[src/rtl/mdio_pkg.sv]
package mdio_pkg;

  localparam int REG_AW = 5;
  localparam int SLOT_N = 8;
  localparam int SLOT_W = $clog2(SLOT_N);

  typedef enum logic [2:0] {
    ST_HUNT,
    ST_SOF,
    ST_OPC,
    ST_PHY,
    ST_REG,
    ST_TURN,
    ST_DATA
  } mdio_st_e;

  typedef struct packed {
    logic              hit;
    logic [SLOT_W-1:0] idx;
  } slot_t;

  // Sparse map: 0..5 direct, 29 -> slot 6, 31 -> slot 7
  function automatic slot_t map_addr(input logic [REG_AW-1:0] a);
    slot_t r;
    r.hit = 1'b1;
    r.idx = '0;
    if (a <= REG_AW'(5))
      r.idx = a[SLOT_W-1:0];
    else if (a == REG_AW'(29))
      r.idx = SLOT_W'(6);
    else if (a == REG_AW'(31))
      r.idx = SLOT_W'(7);
    else
      r.hit = 1'b0;
    return r;
  endfunction

endpackage

[src/rtl/mdio_edge_sync.sv]
module mdio_edge_sync #(
  parameter int SYNC_N = 2
) (
  input  logic clk,
  input  logic rst,
  input  logic mdc_i,
  input  logic mdio_i,
  output logic bit_vld,
  output logic bit_val
);

  logic [SYNC_N:0]   mdc_q;
  logic [SYNC_N-1:0] dat_q;

  always_ff @(posedge clk) begin
    if (rst) begin
      mdc_q <= '0;
      dat_q <= '1;
    end else begin
      mdc_q <= {mdc_q[SYNC_N-1:0], mdc_i};
      dat_q <= {dat_q[SYNC_N-2:0], mdio_i};
    end
  end

  assign bit_vld = mdc_q[SYNC_N-1] & ~mdc_q[SYNC_N];
  assign bit_val = dat_q[SYNC_N-1];

endmodule

[src/rtl/mdio_frame_fsm.sv]
module mdio_frame_fsm
  import mdio_pkg::*;
#(
  parameter int DATA_W  = 16,
  parameter int PRE_LEN = 32
) (
  input  logic              clk,
  input  logic              rst,
  input  logic              bit_vld,
  input  logic              bit_val,
  input  logic [REG_AW-1:0] strap_i,
  output logic              rd_go,
  output logic              wr_en,
  output logic [SLOT_W-1:0] slot_q,
  output logic              slot_hit,
  output logic [DATA_W-1:0] wr_data,
  output logic              rd_window
);

  localparam int PC_W  = $clog2(PRE_LEN + 1);
  localparam int CNT_W = $clog2(DATA_W);

  mdio_st_e          st;
  logic [PC_W-1:0]   pre_cnt;
  logic [CNT_W-1:0]  cnt;
  logic [DATA_W-1:0] sr;
  logic              op_rd;
  logic              op_wr;
  logic              phy_hit;
  logic [REG_AW-1:0] addr_nx;
  logic [DATA_W-1:0] data_nx;
  slot_t             map_nx;

  assign addr_nx = {sr[REG_AW-2:0], bit_val};
  assign data_nx = {sr[DATA_W-2:0], bit_val};
  assign map_nx  = map_addr(addr_nx);

  always_ff @(posedge clk) begin
    if (rst) begin
      st       <= ST_HUNT;
      pre_cnt  <= '0;
      cnt      <= '0;
      sr       <= '0;
      op_rd    <= 1'b0;
      op_wr    <= 1'b0;
      phy_hit  <= 1'b0;
      slot_q   <= '0;
      slot_hit <= 1'b0;
      rd_go    <= 1'b0;
      wr_en    <= 1'b0;
      wr_data  <= '0;
    end else begin
      rd_go <= 1'b0;
      wr_en <= 1'b0;
      if (bit_vld) begin
        case (st)
          ST_HUNT: begin
            if (bit_val) begin
              if (pre_cnt != PC_W'(PRE_LEN))
                pre_cnt <= pre_cnt + 1'b1;
            end else begin
              if (pre_cnt == PC_W'(PRE_LEN))
                st <= ST_SOF;
              pre_cnt <= '0;
            end
          end
          ST_SOF: begin
            cnt <= '0;
            st  <= bit_val ? ST_OPC : ST_HUNT;
          end
          ST_OPC: begin
            sr  <= data_nx;
            cnt <= cnt + 1'b1;
            if (cnt == CNT_W'(1)) begin
              cnt <= '0;
              case ({sr[0], bit_val})
                2'b10: begin op_rd <= 1'b1; op_wr <= 1'b0; st <= ST_PHY; end
                2'b01: begin op_rd <= 1'b0; op_wr <= 1'b1; st <= ST_PHY; end
                default: st <= ST_HUNT;
              endcase
            end
          end
          ST_PHY: begin
            sr  <= data_nx;
            cnt <= cnt + 1'b1;
            if (cnt == CNT_W'(REG_AW - 1)) begin
              cnt     <= '0;
              phy_hit <= (addr_nx == strap_i);
              st      <= ST_REG;
            end
          end
          ST_REG: begin
            sr  <= data_nx;
            cnt <= cnt + 1'b1;
            if (cnt == CNT_W'(REG_AW - 1)) begin
              cnt      <= '0;
              slot_q   <= map_nx.idx;
              slot_hit <= map_nx.hit;
              rd_go    <= op_rd & phy_hit;
              st       <= ST_TURN;
            end
          end
          ST_TURN: begin
            cnt <= cnt + 1'b1;
            if (cnt == CNT_W'(1)) begin
              cnt <= '0;
              st  <= ST_DATA;
            end
          end
          ST_DATA: begin
            sr  <= data_nx;
            cnt <= cnt + 1'b1;
            if (cnt == CNT_W'(DATA_W - 1)) begin
              cnt     <= '0;
              wr_en   <= op_wr & phy_hit & slot_hit;
              wr_data <= data_nx;
              pre_cnt <= '0;
              st      <= ST_HUNT;
            end
          end
          default: st <= ST_HUNT;
        endcase
      end
    end
  end

  assign rd_window = ((st == ST_TURN) || (st == ST_DATA)) && op_rd && phy_hit;

endmodule

[src/rtl/mdio_reg_bank.sv]
module mdio_reg_bank
  import mdio_pkg::*;
#(
  parameter int                DATA_W   = 16,
  parameter logic [DATA_W-1:0] RST_BASE = 'hA5A0
) (
  input  logic                     clk,
  input  logic                     rst,
  input  logic                     wr_en,
  input  logic [SLOT_W-1:0]        wr_idx,
  input  logic [DATA_W-1:0]        wr_data,
  input  logic [SLOT_W-1:0]        rd_idx,
  output logic [DATA_W-1:0]        rd_data,
  output logic [SLOT_N*DATA_W-1:0] regs_o
);

  logic [DATA_W-1:0] mem [SLOT_N];

  always_ff @(posedge clk) begin
    for (int i = 0; i < SLOT_N; i++) begin
      if (rst)
        mem[i] <= RST_BASE + DATA_W'(i);
      else if (wr_en && (wr_idx == SLOT_W'(i)))
        mem[i] <= wr_data;
    end
  end

  assign rd_data = mem[rd_idx];

  for (genvar g = 0; g < SLOT_N; g++) begin : g_out
    assign regs_o[g*DATA_W +: DATA_W] = mem[g];
  end

endmodule

[src/rtl/mdio_tx_shift.sv]
module mdio_tx_shift #(
  parameter int DATA_W = 16
) (
  input  logic              clk,
  input  logic              rst,
  input  logic              bit_vld,
  input  logic              load,
  input  logic [DATA_W-1:0] ld_data,
  output logic              mdio_o,
  output logic              mdio_oe
);

  localparam int RW = $clog2(DATA_W + 2);

  logic [DATA_W:0] sh;
  logic [RW-1:0]   rem;
  logic            busy;

  always_ff @(posedge clk) begin
    if (rst) begin
      sh      <= '0;
      rem     <= '0;
      busy    <= 1'b0;
      mdio_o  <= 1'b0;
      mdio_oe <= 1'b0;
    end else if (load) begin
      sh      <= {1'b0, ld_data};
      rem     <= RW'(DATA_W + 1);
      busy    <= 1'b1;
      mdio_oe <= 1'b0;
    end else if (bit_vld && busy) begin
      if (rem != '0) begin
        mdio_oe <= 1'b1;
        mdio_o  <= sh[DATA_W];
        sh      <= {sh[DATA_W-1:0], 1'b0};
        rem     <= rem - 1'b1;
      end else begin
        mdio_oe <= 1'b0;
        mdio_o  <= 1'b0;
        busy    <= 1'b0;
      end
    end
  end

endmodule

[src/rtl/mdio_mgmt_slave.sv]
module mdio_mgmt_slave
  import mdio_pkg::*;
#(
  parameter int                DATA_W   = 16,
  parameter int                PRE_LEN  = 32,
  parameter int                SYNC_N   = 2,
  parameter logic [DATA_W-1:0] RST_BASE = 'hA5A0
) (
  input  logic                     clk,
  input  logic                     rst,
  input  logic                     mdc_i,
  input  logic                     mdio_i,
  output logic                     mdio_o,
  output logic                     mdio_oe,
  input  logic [REG_AW-1:0]        phy_addr_i,
  output logic [SLOT_N*DATA_W-1:0] regs_o
);

  logic              bit_vld;
  logic              bit_val;
  logic              rd_go;
  logic              wr_en;
  logic [SLOT_W-1:0] slot_q;
  logic              slot_hit;
  logic [DATA_W-1:0] wr_data;
  logic              rd_window;
  logic [DATA_W-1:0] rd_data;
  logic [DATA_W-1:0] ld_data;

  mdio_edge_sync #(.SYNC_N(SYNC_N)) u_sync (
    .clk     (clk),
    .rst     (rst),
    .mdc_i   (mdc_i),
    .mdio_i  (mdio_i),
    .bit_vld (bit_vld),
    .bit_val (bit_val)
  );

  mdio_frame_fsm #(.DATA_W(DATA_W), .PRE_LEN(PRE_LEN)) u_fsm (
    .clk       (clk),
    .rst       (rst),
    .bit_vld   (bit_vld),
    .bit_val   (bit_val),
    .strap_i   (phy_addr_i),
    .rd_go     (rd_go),
    .wr_en     (wr_en),
    .slot_q    (slot_q),
    .slot_hit  (slot_hit),
    .wr_data   (wr_data),
    .rd_window (rd_window)
  );

  mdio_reg_bank #(.DATA_W(DATA_W), .RST_BASE(RST_BASE)) u_bank (
    .clk     (clk),
    .rst     (rst),
    .wr_en   (wr_en),
    .wr_idx  (slot_q),
    .wr_data (wr_data),
    .rd_idx  (slot_q),
    .rd_data (rd_data),
    .regs_o  (regs_o)
  );

  assign ld_data = slot_hit ? rd_data : '0;

  mdio_tx_shift #(.DATA_W(DATA_W)) u_tx (
    .clk     (clk),
    .rst     (rst),
    .bit_vld (bit_vld),
    .load    (rd_go),
    .ld_data (ld_data),
    .mdio_o  (mdio_o),
    .mdio_oe (mdio_oe)
  );

endmodule

[config.mk]
export PLATFORM = sky130hd
export DESIGN_NAME = mdio_mgmt_slave
export DESIGN_NICKNAME = d
export VERILOG_FILES = /design/src/rtl/mdio_pkg.sv /design/src/rtl/mdio_edge_sync.sv /design/src/rtl/mdio_frame_fsm.sv /design/src/rtl/mdio_reg_bank.sv /design/src/rtl/mdio_tx_shift.sv /design/src/rtl/mdio_mgmt_slave.sv
export SDC_FILE = /design/constraint.sdc
export NUM_CORES = 1
export LEC_CHECK = 0
export ABC_CLOCK_PERIOD_IN_PS = 2000
export CAP_MARGIN = 20
export CORE_UTILIZATION = 40
export DETAILED_ROUTE_END_ITERATION = 8
export GPL_TIMING_DRIVEN = 0
export SYNTH_ARGS = -nofsm -noshare
export SYNTH_HDL_FRONTEND = slang
export SYNTH_HIERARCHICAL = 1
export SYNTH_SLANG_ARGS = --single-unit
[constraint.sdc]
create_clock -name clk -period 2 [get_ports clk]
set_input_delay 0.2 -clock clk [delete_from_list [all_inputs] [get_ports clk]]
set_output_delay 0.2 -clock clk [all_outputs]
set_load 0.05 [all_outputs]
==> key figures, run 1 <==
STA
  • Fin crit share: 0.987
  • Slew @ Worst Pin: 0.601 ns
  • Worst rel slew slack: 0.598
  • Setup ws final: 0.0253 ns
  • Fin. Hold Viols: 0
  • Unrepaired setup endpoints after global routing: yes
  • Final Skew: 0.00753 ns
  • Final Critical Period: 1.97 ns
  • Max Slew Vio Count: 0
  • Final number of setup-violating endpoints: 0
  • Fmax: 506 MHz
  • Worst Hold Slack: 0.249 ns

GRT
  • Largest net degree at the start of global routing: 17
  • Initial antenna violation count: 0
  • Number of global-route vias before repair: 6994
  • Tot GR Track Use: 0.220
  • Total gr overflow: 0
  • Global-route wire length before repair: 42800 um

CTS
  • CTS sink count: 211
  • CTS root buf: clkbuf_16
  • H-tree levels: 1
  • Clock transition at the registers of the reported paths: 0.06 ns
  • Clk Latency, worst-skew pair: 0.50 ns
  • Worst-case clock buffer depth: 3
  • CTS Buf Count: 23
  • CTS tree: done

Setup path
  • Critical Path Fanout Max: 7
  • Worst Setup Start Kind: register
  • Worst EP arrival: 2.34 ns
  • Worst path required time: 2.37 ns
  • CP endpoint kind: register
  • CP Class: reg -> reg

Cells and area
  • Most common cell after layout, fill and taps aside: clkdlybuf4s50_1
  • Final design utilization: 0.522
  • Most frequent cells in the layout: clkdlybuf4s50_1 (136), edfxtp_1 (128), dfxtp_1 (80)
  • Share of layout cells above drive strength 1: 0.187
  • Final Cell Area: 12700 um^2
  • Area grow syn2layout: 28.1%
  • Layout fillers: 2086
  • Multi-input combinational cell area: 4050 um^2
  • Sequential Area: 5510 um^2
  • # nets final: 1005
  • Antenna cells: 0

Yosys
  • Syn_nets: 833
  • Syn Area/Cell: 12.1 um^2
  • Cell area after synthesis: 9910 um^2
  • Syn. warnings: 6
  • Syn Inst Count: 816

Route
  • DRT antenna net count: 0
  • WL final: 28800 um
  • Remaining DRCs: 0
  • Drt pass-1 iters: 5
  • Initial DRC Count: 599
  • Drt wl/cell: 21.7 um
  • Total number of vias: 7425
  • DR vias/cell: 5.59

Floorplan
  • Die Ht: 159 um
  • CORE AREA: 24300 um^2
  • Full die area: 25400 um^2
  • Num ports: 139
  • Initial core utilization: 0.407
  • # rows: 57
  • Die Span X: 159 um

Hold path
  • Worst Hold Class: in -> reg

Placement
  • PortBufs: 138
  • DP HPWL: 20600 um
  • GP Congestion: 0.879
  • Area after DPL: 11700 um^2
  • Pre-CTS setup slack: -0.967 ns

Power and ir drop
  • Power Density: 763 nW/um^2
  • Total power: 0.00968 W
  • Leakage power: 4.46 nW
  • Maximum VDD drop: 0.000471 V

Run status
  • Status: finished clean

Job
  • Max-cap violations: 0
[final cells by class]
type,instances,share of cell area
well taps,324,0.0319
flip-flops and latches,211,0.434
clock inverters,7,0.00246
repair buffers,147,0.120
plain buffers,62,0.0276
multi-input cells,511,0.319
clock buffers,34,0.0551
inverters,32,0.00946
[what timing repair did]
action | 4_1_cts | 5_1_grt
endpoints found under the setup margin | 284 | 93
hold buffers | 0 | 0
cloned | 1 | 2
setup buffers | 4 | 1
pin swaps | 2 | 0
gates resized for setup | 53 | 31
[sequential cells by signal (all words and copies together) (netlist names), 2 cells and up]
| name | flops |
|---|---|
| u_fsm/wr_data | 16 |
| u_sync/mdc_q | 3 |
| u_fsm/pre_cnt | 6 |
| u_fsm/slot_q | 3 |
| u_fsm/cnt | 4 |
| u_fsm/sr | 15 |
| u_sync/dat_q | 2 |
| u_bank/mem | 128 |
| u_tx/rem | 5 |
| u_fsm/st | 3 |
| u_tx/sh | 17 |
[metal layers]
metal | global-route usage | wire, um | share of wire
met4 | 0.0660 | 832 | 0.029
met3 | 0.0370 | 1770 | 0.061
met1 | 0.288 | 12000 | 0.42
met5 | 0 | 0 | 0
met2 | 0.374 | 14200 | 0.49
[final timing paths]
path	from	end	slack, ns	cells after the start
setup / recovery	u_fsm/slot_q[0]	u_tx/sh[0]	0.03	7
hold / removal	mdio_i	u_sync/dat_q[0]	0.25	2
setup reg to reg	u_fsm/slot_q[0]	u_tx/sh[0]	0.03	7
hold reg to reg	u_sync/dat_q[0]	u_sync/dat_q[1]	0.41	1
[power by group]
part           leakage (nW)  internal, W  total [W]  switching [W]
Sequential             1.82      0.00470    0.00479      0.0000856
Combinational          2.28     0.000272   0.000816       0.000544
Clock                 0.363      0.00241    0.00408        0.00167
[worst max-delay path, stage by stage, from the launching register on]
cell and delay [ns]:
dfxtp_4 0.36, buf_12 0.15, buf_4 0.14, mux4_1 0.60, mux2_2 0.28, and2_2 0.18
nand2_1 0.06, a21oi_1 0.06
[stage by stage]
step	instances	TNS, ns
final	1328	0
after global routing	1328	-0.0633
after CTS	1325	0
after detailed placement	1279	-190.74
after global placement	1278	-198.11
after floorplan	816	0
(Power assumes the default switching activity.)
==> inputs of run 2 (changes only) <==
--- a/config.mk
+++ b/config.mk
@@ -7,6 +7,7 @@
 export LEC_CHECK = 0
 export ABC_CLOCK_PERIOD_IN_PS = 2000
 export CAP_MARGIN = 20
+export CORE_MARGIN = 2
 export CORE_UTILIZATION = 40
 export DETAILED_ROUTE_END_ITERATION = 8
 export GPL_TIMING_DRIVEN = 0
==> key figures, run 2 (synthesis results as in run 1) <==
STA
  • Worst Hold Slack: 0.261 ns (+0.0118 ns)
  • Worst rel slew slack: 0.548 (-0.0494)
  • Sum Neg Setup Slack: 0 ns (unchanged)
  • Fin. Hold Viols: 0 (unchanged)
  • Final number of setup-violating endpoints: 0 (unchanged)
  • Final Skew: 0.0174 ns (+0.00986 ns)
  • Fmax: 507 MHz (+0.17%)
  • Final Critical Period: 1.97 ns (-0.00339 ns)
  • Slew @ Worst Pin: 0.675 ns (+0.0737 ns)
  • Max Slew Vio Count: 0 (unchanged)
  • Fin crit share: 0.986 (-0.00170)
  • Unrepaired setup endpoints after global routing: yes

GRT
  • Initial antenna violation count: 0 (unchanged)
  • Tot GR Track Use: 0.216 (-0.00385)
  • Largest net degree at the start of global routing: 17 (unchanged)
  • Global-route wire length before repair: 43400 um (+1.2%)
  • Number of global-route vias before repair: 7200 (+2.9%)
  • Total gr overflow: 0 (unchanged)

Floorplan
  • Initial core utilization: 0.407 (unchanged)
  • Num ports: 139 (unchanged)
  • Full die area: 26000 um^2 (+2.5%)
  • # rows: 57 (unchanged)
  • CORE AREA: 24300 um^2 (unchanged)
  • Die Ht: 161 um (+1.3%)
  • Die Span X: 161 um (+1.3%)

Cells and area
  • Max FFs per register: 128 (unchanged)
  • Sequential Area: 5510 um^2 (about the same)
  • Most common cell after layout, fill and taps aside: clkdlybuf4s50_1
  • Antenna cells: 0 (unchanged)
  • Layout fillers: 2123 (+1.8%)
  • Largest Register: u_bank/mem
  • Share of layout cells above drive strength 1: 0.180 (-0.00697)
  • Final Cell Area: 12800 um^2 (+0.53%)
  • Multi-input combinational cell area: 4060 um^2 (+0.34%)
  • Area grow syn2layout: 28.8%
  • Regs by FF count: u_bank/mem (128), u_tx/sh (17), u_fsm/wr_data (16)
  • Final std cells w/o fill: 1328 (unchanged)
  • Most frequent cells in the layout: clkdlybuf4s50_1 (133), edfxtp_1 (128), dfxtp_1 (80)
  • # nets final: 1005 (unchanged)

Setup path
  • Worst Setup Start Kind: register
  • Delay-heaviest family, CP: buffers and inverters
  • Slowest cell on the critical path: clkdlybuf4s50_1
  • Worst path required time: 1.80 ns (-0.57 ns)
  • Cells on worst reg2reg path: 7 (unchanged)
  • Worst EP arrival: 1.77 ns (-0.57 ns)
  • CP bufs+invs: 1 (-1)
  • Critical-path cell list: clkdlybuf4s50_1
  • CP endpoint kind: primary output
  • CP peak stage delay: 0.84 ns (+0.24 ns)
  • Critical Path Fanout Max: 2 (-5)
  • WP depth: 1 (-6)
  • CP Class: reg -> out

Placement
  • Dpl cells: 1279 (unchanged)
  • Area after DPL: 11700 um^2 (unchanged)
  • GP Congestion: 0.870 (-0.98%)
  • PortBufs: 138 (unchanged)
  • DP HPWL: 20800 um (+0.68%)

Power and ir drop
  • Total power: 0.0101 W (+3.9%)
  • Net Sw Frac: 0.231 (-0.00582)
  • Clock network power share: 0.443 (+0.022)
  • Int Pwr: 0.00773 W (+4.7%)
  • Power Density: 788 nW/um^2 (+3.4%)
  • Net Switching: 0.00233 W (+1.4%)
  • Maximum VDD drop: 0.000580 V (+23%)
  • Leakage power: 4.49 nW (+0.78%)
  • Sequential share of power: 0.476 (-0.019)
  • Comb pwr share: 0.081 (-0.003)

Route
  • DR vias/cell: 5.55 (-0.79%)
  • Remaining DRCs: 0 (unchanged)
  • Initial DRC Count: 663 (+11%)
  • Drt pass-1 iters: 5 (unchanged)
  • WL final: 28700 um (-0.48%)
  • Total number of vias: 7366 (-0.79%)
  • DRT antenna net count: 0 (unchanged)
  • Drt wl/cell: 21.6 um (-0.48%)

CTS
  • H-tree levels: 1 (unchanged)
  • CTS Buf Count: 23 (unchanged)
  • Worst-case clock buffer depth: 3 (unchanged)
  • CTS root buf: clkbuf_16
  • Clock transition at the registers of the reported paths: 0.06 ns (about the same)
  • Clk Latency, worst-skew pair: 0.51 ns (about the same)
  • CTS tree: done
  • CTS sink count: 211 (unchanged)
  • Post-CTS Hold Buffers: 0 (unchanged)

Run status
  • Status: finished clean

Hold path
  • Worst Hold Class: in -> reg
  • Worst hold stages: 2 (unchanged)

Job
  • Max-cap violations: 0 (unchanged)
## run 2: cell count changes in the layout (fill, tap and decap cells not counted), sizes merged
cell,change
clkinv,-1
clkdlybuf4s50,-3
dlymetal6s2s,+3
clkinvlp,+2
clkbuf,-7
buf,+1
bufinv,+5
## run 2: cell type report
type                            instances  area share
Multi-Input combinational cell        511       0.318
Tap cell                              324      0.0318
Timing Repair Buffer                  147       0.120
Clock inverter                         13      0.0149
Inverter                               32     0.00941
Buffer                                 62      0.0274
Clock buffer                           28      0.0466
Sequential cell                       211       0.432
## run 2: stage by stage
| step | util | setup slack (ns) |
|---|---|---|
| after global placement | 0.481 | -1.04 |
| after floorplan | - | 0.00913 |
| final | 0.525 | 0.0286 |
| after CTS | 0.521 | 0.00327 |
| after global routing | 0.525 | -0.0371 |
| after detailed placement | 0.482 | -1.03 |
## run 2: worst paths after layout
path / from / to / slack (ns)
max: u_bank/mem[1][5] / regs_o[21] / 0.03
min: mdio_i / u_sync/dat_q[0] / 0.26
max reg2reg: u_fsm/slot_q[0] / u_tx/sh[8] / 0.04
min reg2reg: u_sync/dat_q[0] / u_sync/dat_q[1] / 0.41
## run 2: repair_timing
item,4_1_cts,5_1_grt
pin swaps,2,2
gates cloned,1,1
endpoints found under the setup margin,279,104
setup buffers,5,1
hold endpoints to repair,0,0
gates resized for setup,50,25
## run 2: per-layer routing
metal  global-route usage  share of wire  wire [um]  up-vias
met3               0.0306          0.057       1650       45
met2                0.362           0.49      14100      257
met4               0.0588          0.023        670        0
li1                     -              -          -     3443
met5                    0              0          0        -
met1                0.296           0.43      12300     3621
## run 2: power by group through the flow
stage	registers (W)	clock network (W)	logic [W]
finish	0.00479	0.00445	0.000820
global route	0.00480	0.00469	0.000849
CTS	0.00479	0.00452	0.000817
detailed placement	0.00488	0	0.000802
global placement	0.00488	0	0.000797
floorplan	0.00521	0	0.000151
==> inputs of run 3 (changes only) <==
--- a/config.mk
+++ b/config.mk
@@ -5,7 +5,7 @@
 export SDC_FILE = /design/constraint.sdc
 export NUM_CORES = 1
 export LEC_CHECK = 0
-export ABC_CLOCK_PERIOD_IN_PS = 2000
+export ABC_CLOCK_PERIOD_IN_PS = 1620
 export CAP_MARGIN = 20
 export CORE_MARGIN = 2
 export CORE_UTILIZATION = 40
==> constraint.sdc (replaced) <==
create_clock -name clk -period 1.62 [get_ports clk]
set_input_delay 0.162 -clock clk [delete_from_list [all_inputs] [get_ports clk]]
set_output_delay 0.162 -clock clk [all_outputs]
set_load 0.05 [all_outputs]
==> key figures, run 3 (synthesis results as in run 1) <==
Route
  • Drt wl/cell: 22.2 um (+2.9%)
  • Drt pass-1 iters: 5 (unchanged)
  • DR vias/cell: 5.57 (+0.33%)
  • Initial DRC Count: 624 (-5.9%)
  • WL final: 30400 um (+5.9%)
  • Remaining DRCs: 0 (unchanged)
  • DRT antenna net count: 0 (unchanged)
  • Total number of vias: 7602 (+3.2%)

Setup path
  • R2R setup slack: -0.28 ns (-0.32 ns)
  • CP endpoint kind: register
  • CP Class: reg -> reg
  • Critical Path Fanout Max: 7 (+5)
  • Worst Setup Start Kind: register
  • Worst path required time: 1.97 ns (+0.17 ns)
  • Reg-to-Reg End: u_tx/sh[3]
  • Worst EP arrival: 2.25 ns (+0.48 ns)
  • RR Startpoint: u_fsm/slot_q[0]
  • Cells on worst reg2reg path: 7 (unchanged)

Hold path
  • Hold_sp: mdio_i
  • Worst Hold Class: in -> reg
  • Worst hold stages: 2 (unchanged)
  • Hold Path End: u_sync/dat_q[0]

STA
  • Final Skew: 0.00852 ns (-0.00886 ns)
  • Final number of setup-violating endpoints: 53 (+53)
  • Fmax: 527 MHz
  • Setup ws final: -0.278 ns (-0.307 ns)
  • Worst rel slew slack: 0.522 (-0.0263)
  • Unrepaired setup endpoints after global routing: yes
  • Fin. Hold Viols: 0 (unchanged)
  • Final Critical Period: 1.90 ns
  • Max Slew Vio Count: 0 (unchanged)
  • Slew @ Worst Pin: 0.717 ns (+0.0425 ns)
  • Fin crit share: 1.17
  • Worst Hold Slack: 0.210 ns (-0.0505 ns)

GRT
  • Global-route wire length before repair: 44800 um (+3.4%)
  • Total gr overflow: 0 (unchanged)
  • Largest net degree at the start of global routing: 17 (unchanged)
  • Number of global-route vias before repair: 7423 (+3.1%)
  • Initial antenna violation count: 0 (unchanged)
  • Tot GR Track Use: 0.226 (+0.00974)

Job
  • Max-cap violations: 0 (unchanged)

Power and ir drop
  • Power Density: 893 nW/um^2 (+13%)
  • Maximum VDD drop: 0.000603 V (+4.1%)
  • Leakage power: 5.07 nW (+13%)

CTS
  • Worst-case clock buffer depth: 3 (unchanged)
  • CTS Buf Count: 23 (unchanged)
  • CTS sink count: 211 (unchanged)
  • CTS root buf: clkbuf_16
  • H-tree levels: 1 (unchanged)
  • Clock transition at the registers of the reported paths: 0.06 ns (about the same)
  • Post-CTS Hold Buffers: 0 (unchanged)
  • Clk Latency, worst-skew pair: 0.50 ns (about the same)
  • CTS tree: done

Cells and area
  • Antenna cells: 0 (unchanged)
  • # nets final: 1044 (+3.9%)
  • Share of layout cells above drive strength 1: 0.359 (+0.179)
  • Layout fillers: 2069 (-2.5%)
  • Most frequent cells in the layout: edfxtp_1 (128), dlygate4sd2_1 (92), dfxtp_1 (68)
  • Regs by FF count: u_bank/mem (128), u_tx/sh (17), u_fsm/wr_data (16)
  • Final std cells w/o fill: 1366 (+2.9%)
  • Area grow syn2layout: 37.6%
  • Max FFs per register: 128 (unchanged)
  • Most common cell after layout, fill and taps aside: edfxtp_1
  • Largest Register: u_bank/mem

Placement
  • DP HPWL: 20700 um (-0.27%)
  • GP Congestion: 0.855 (-1.7%)
  • Dpl cells: 1278 (-0.078%)
  • PortBufs: 138 (unchanged)
  • Pre-CTS setup slack: -1.40 ns (-0.362 ns)

Floorplan
  • Initial core utilization: 0.407 (unchanged)
  • CORE AREA: 24300 um^2 (unchanged)
  • Full die area: 26000 um^2 (unchanged)
  • Num ports: 139 (unchanged)
  • Die Ht: 161 um (unchanged)
  • Die Span X: 161 um (unchanged)
  • # rows: 57 (unchanged)

Run status
  • Failing checks: setup timing
  • Status: complete, but fails checks
run 3: cell count changes in the layout (fill, tap and decap cells not counted), moves of 20 or more:
cell	delta
mux4_2	+20
clkbuf_1	-22
mux4_1	-20
buf_4	+31
dlygate4sd2_1	+92
clkdlybuf4s50_1	-126
clkdlybuf4s15_1	+27
run 3: layer usage:
metal | global-route usage | vias up | wire [um] | share of wire
met3 | 0.0254 | 54 | 1600 | 0.053
met4 | 0.0678 | 0 | 928 | 0.031
met2 | 0.393 | 257 | 15400 | 0.51
met5 | 0 | - | 0 | 0
met1 | 0.299 | 3782 | 12500 | 0.41
li1 | - | 3509 | - | -
run 3: worst max-delay path, stage by stage (launching register included):
cell	delay, ns
dfxtp_4	0.36
buf_12	0.15
buf_16	0.14
mux4_2	0.54
mux2_4	0.30
and2_4	0.16
inv_2	0.05
a221oi_2	0.04
run 3: worst max-delay path by stage:
stage | from | end | slack, ns | cells after the start
after floorplan | u_fsm/slot_q[0] | u_tx/sh[0] | -0.14 | 7
after global placement | rst | u_bank/mem[4][4] | -1.39 | 4
after detailed placement | rst | u_bank/mem[4][4] | -1.40 | 4
after CTS | u_fsm/slot_q[0] | u_tx/sh[9] | -0.28 | 7
after global routing | u_fsm/slot_q[0] | u_tx/sh[9] | -0.32 | 7
final | u_fsm/slot_q[0] | u_tx/sh[3] | -0.28 | 7
run 3: layout make-up:
cell class / count / area, um^2 / share of cell area
Buffer: 60 / 457 / 0.0335
Clock buffer: 32 / 673 / 0.0494
Clock inverter: 8 / 86.3 / 0.00633
Inverter: 32 / 141 / 0.0104
Multi-Input combinational cell: 514 / 4610 / 0.338
Sequential cell: 211 / 5540 / 0.407
Tap cell: 324 / 405 / 0.0297
Timing Repair Buffer: 185 / 1720 / 0.126
run 3: power breakdown:
part	switching (W)	internal (W)	leakage, nW
Sequential	0.0000956	0.00580	1.82
Combinational	0.000706	0.000305	2.87
Clock	0.00207	0.00320	0.376
Total	0.00287	0.00930	5.07
run 3: through the flow:
step	instance area (um^2)	power, W	setup TNS (ns)	utilization
after global routing	13600	0.0125	-11.25	0.561
after CTS	13100	0.0122	-12.18	0.538
after detailed placement	11800	0.00704	-288.51	0.486
after global placement	11800	0.00704	-282.17	0.486
after floorplan	10000	0.00664	-3.27	-
final	13600	0.0122	-8.19	0.561
run 3: timing repair:
| action | CTS | global route |
|---|---|---|
| buffers inserted | 24 | 20 |
| resized for setup | 257 | 174 |
| endpoints found under the setup margin | 463 | 334 |
| cloned | 4 | 3 |
| pin swaps | 21 | 26 |
| hold endpoints to repair | 0 | 0 |
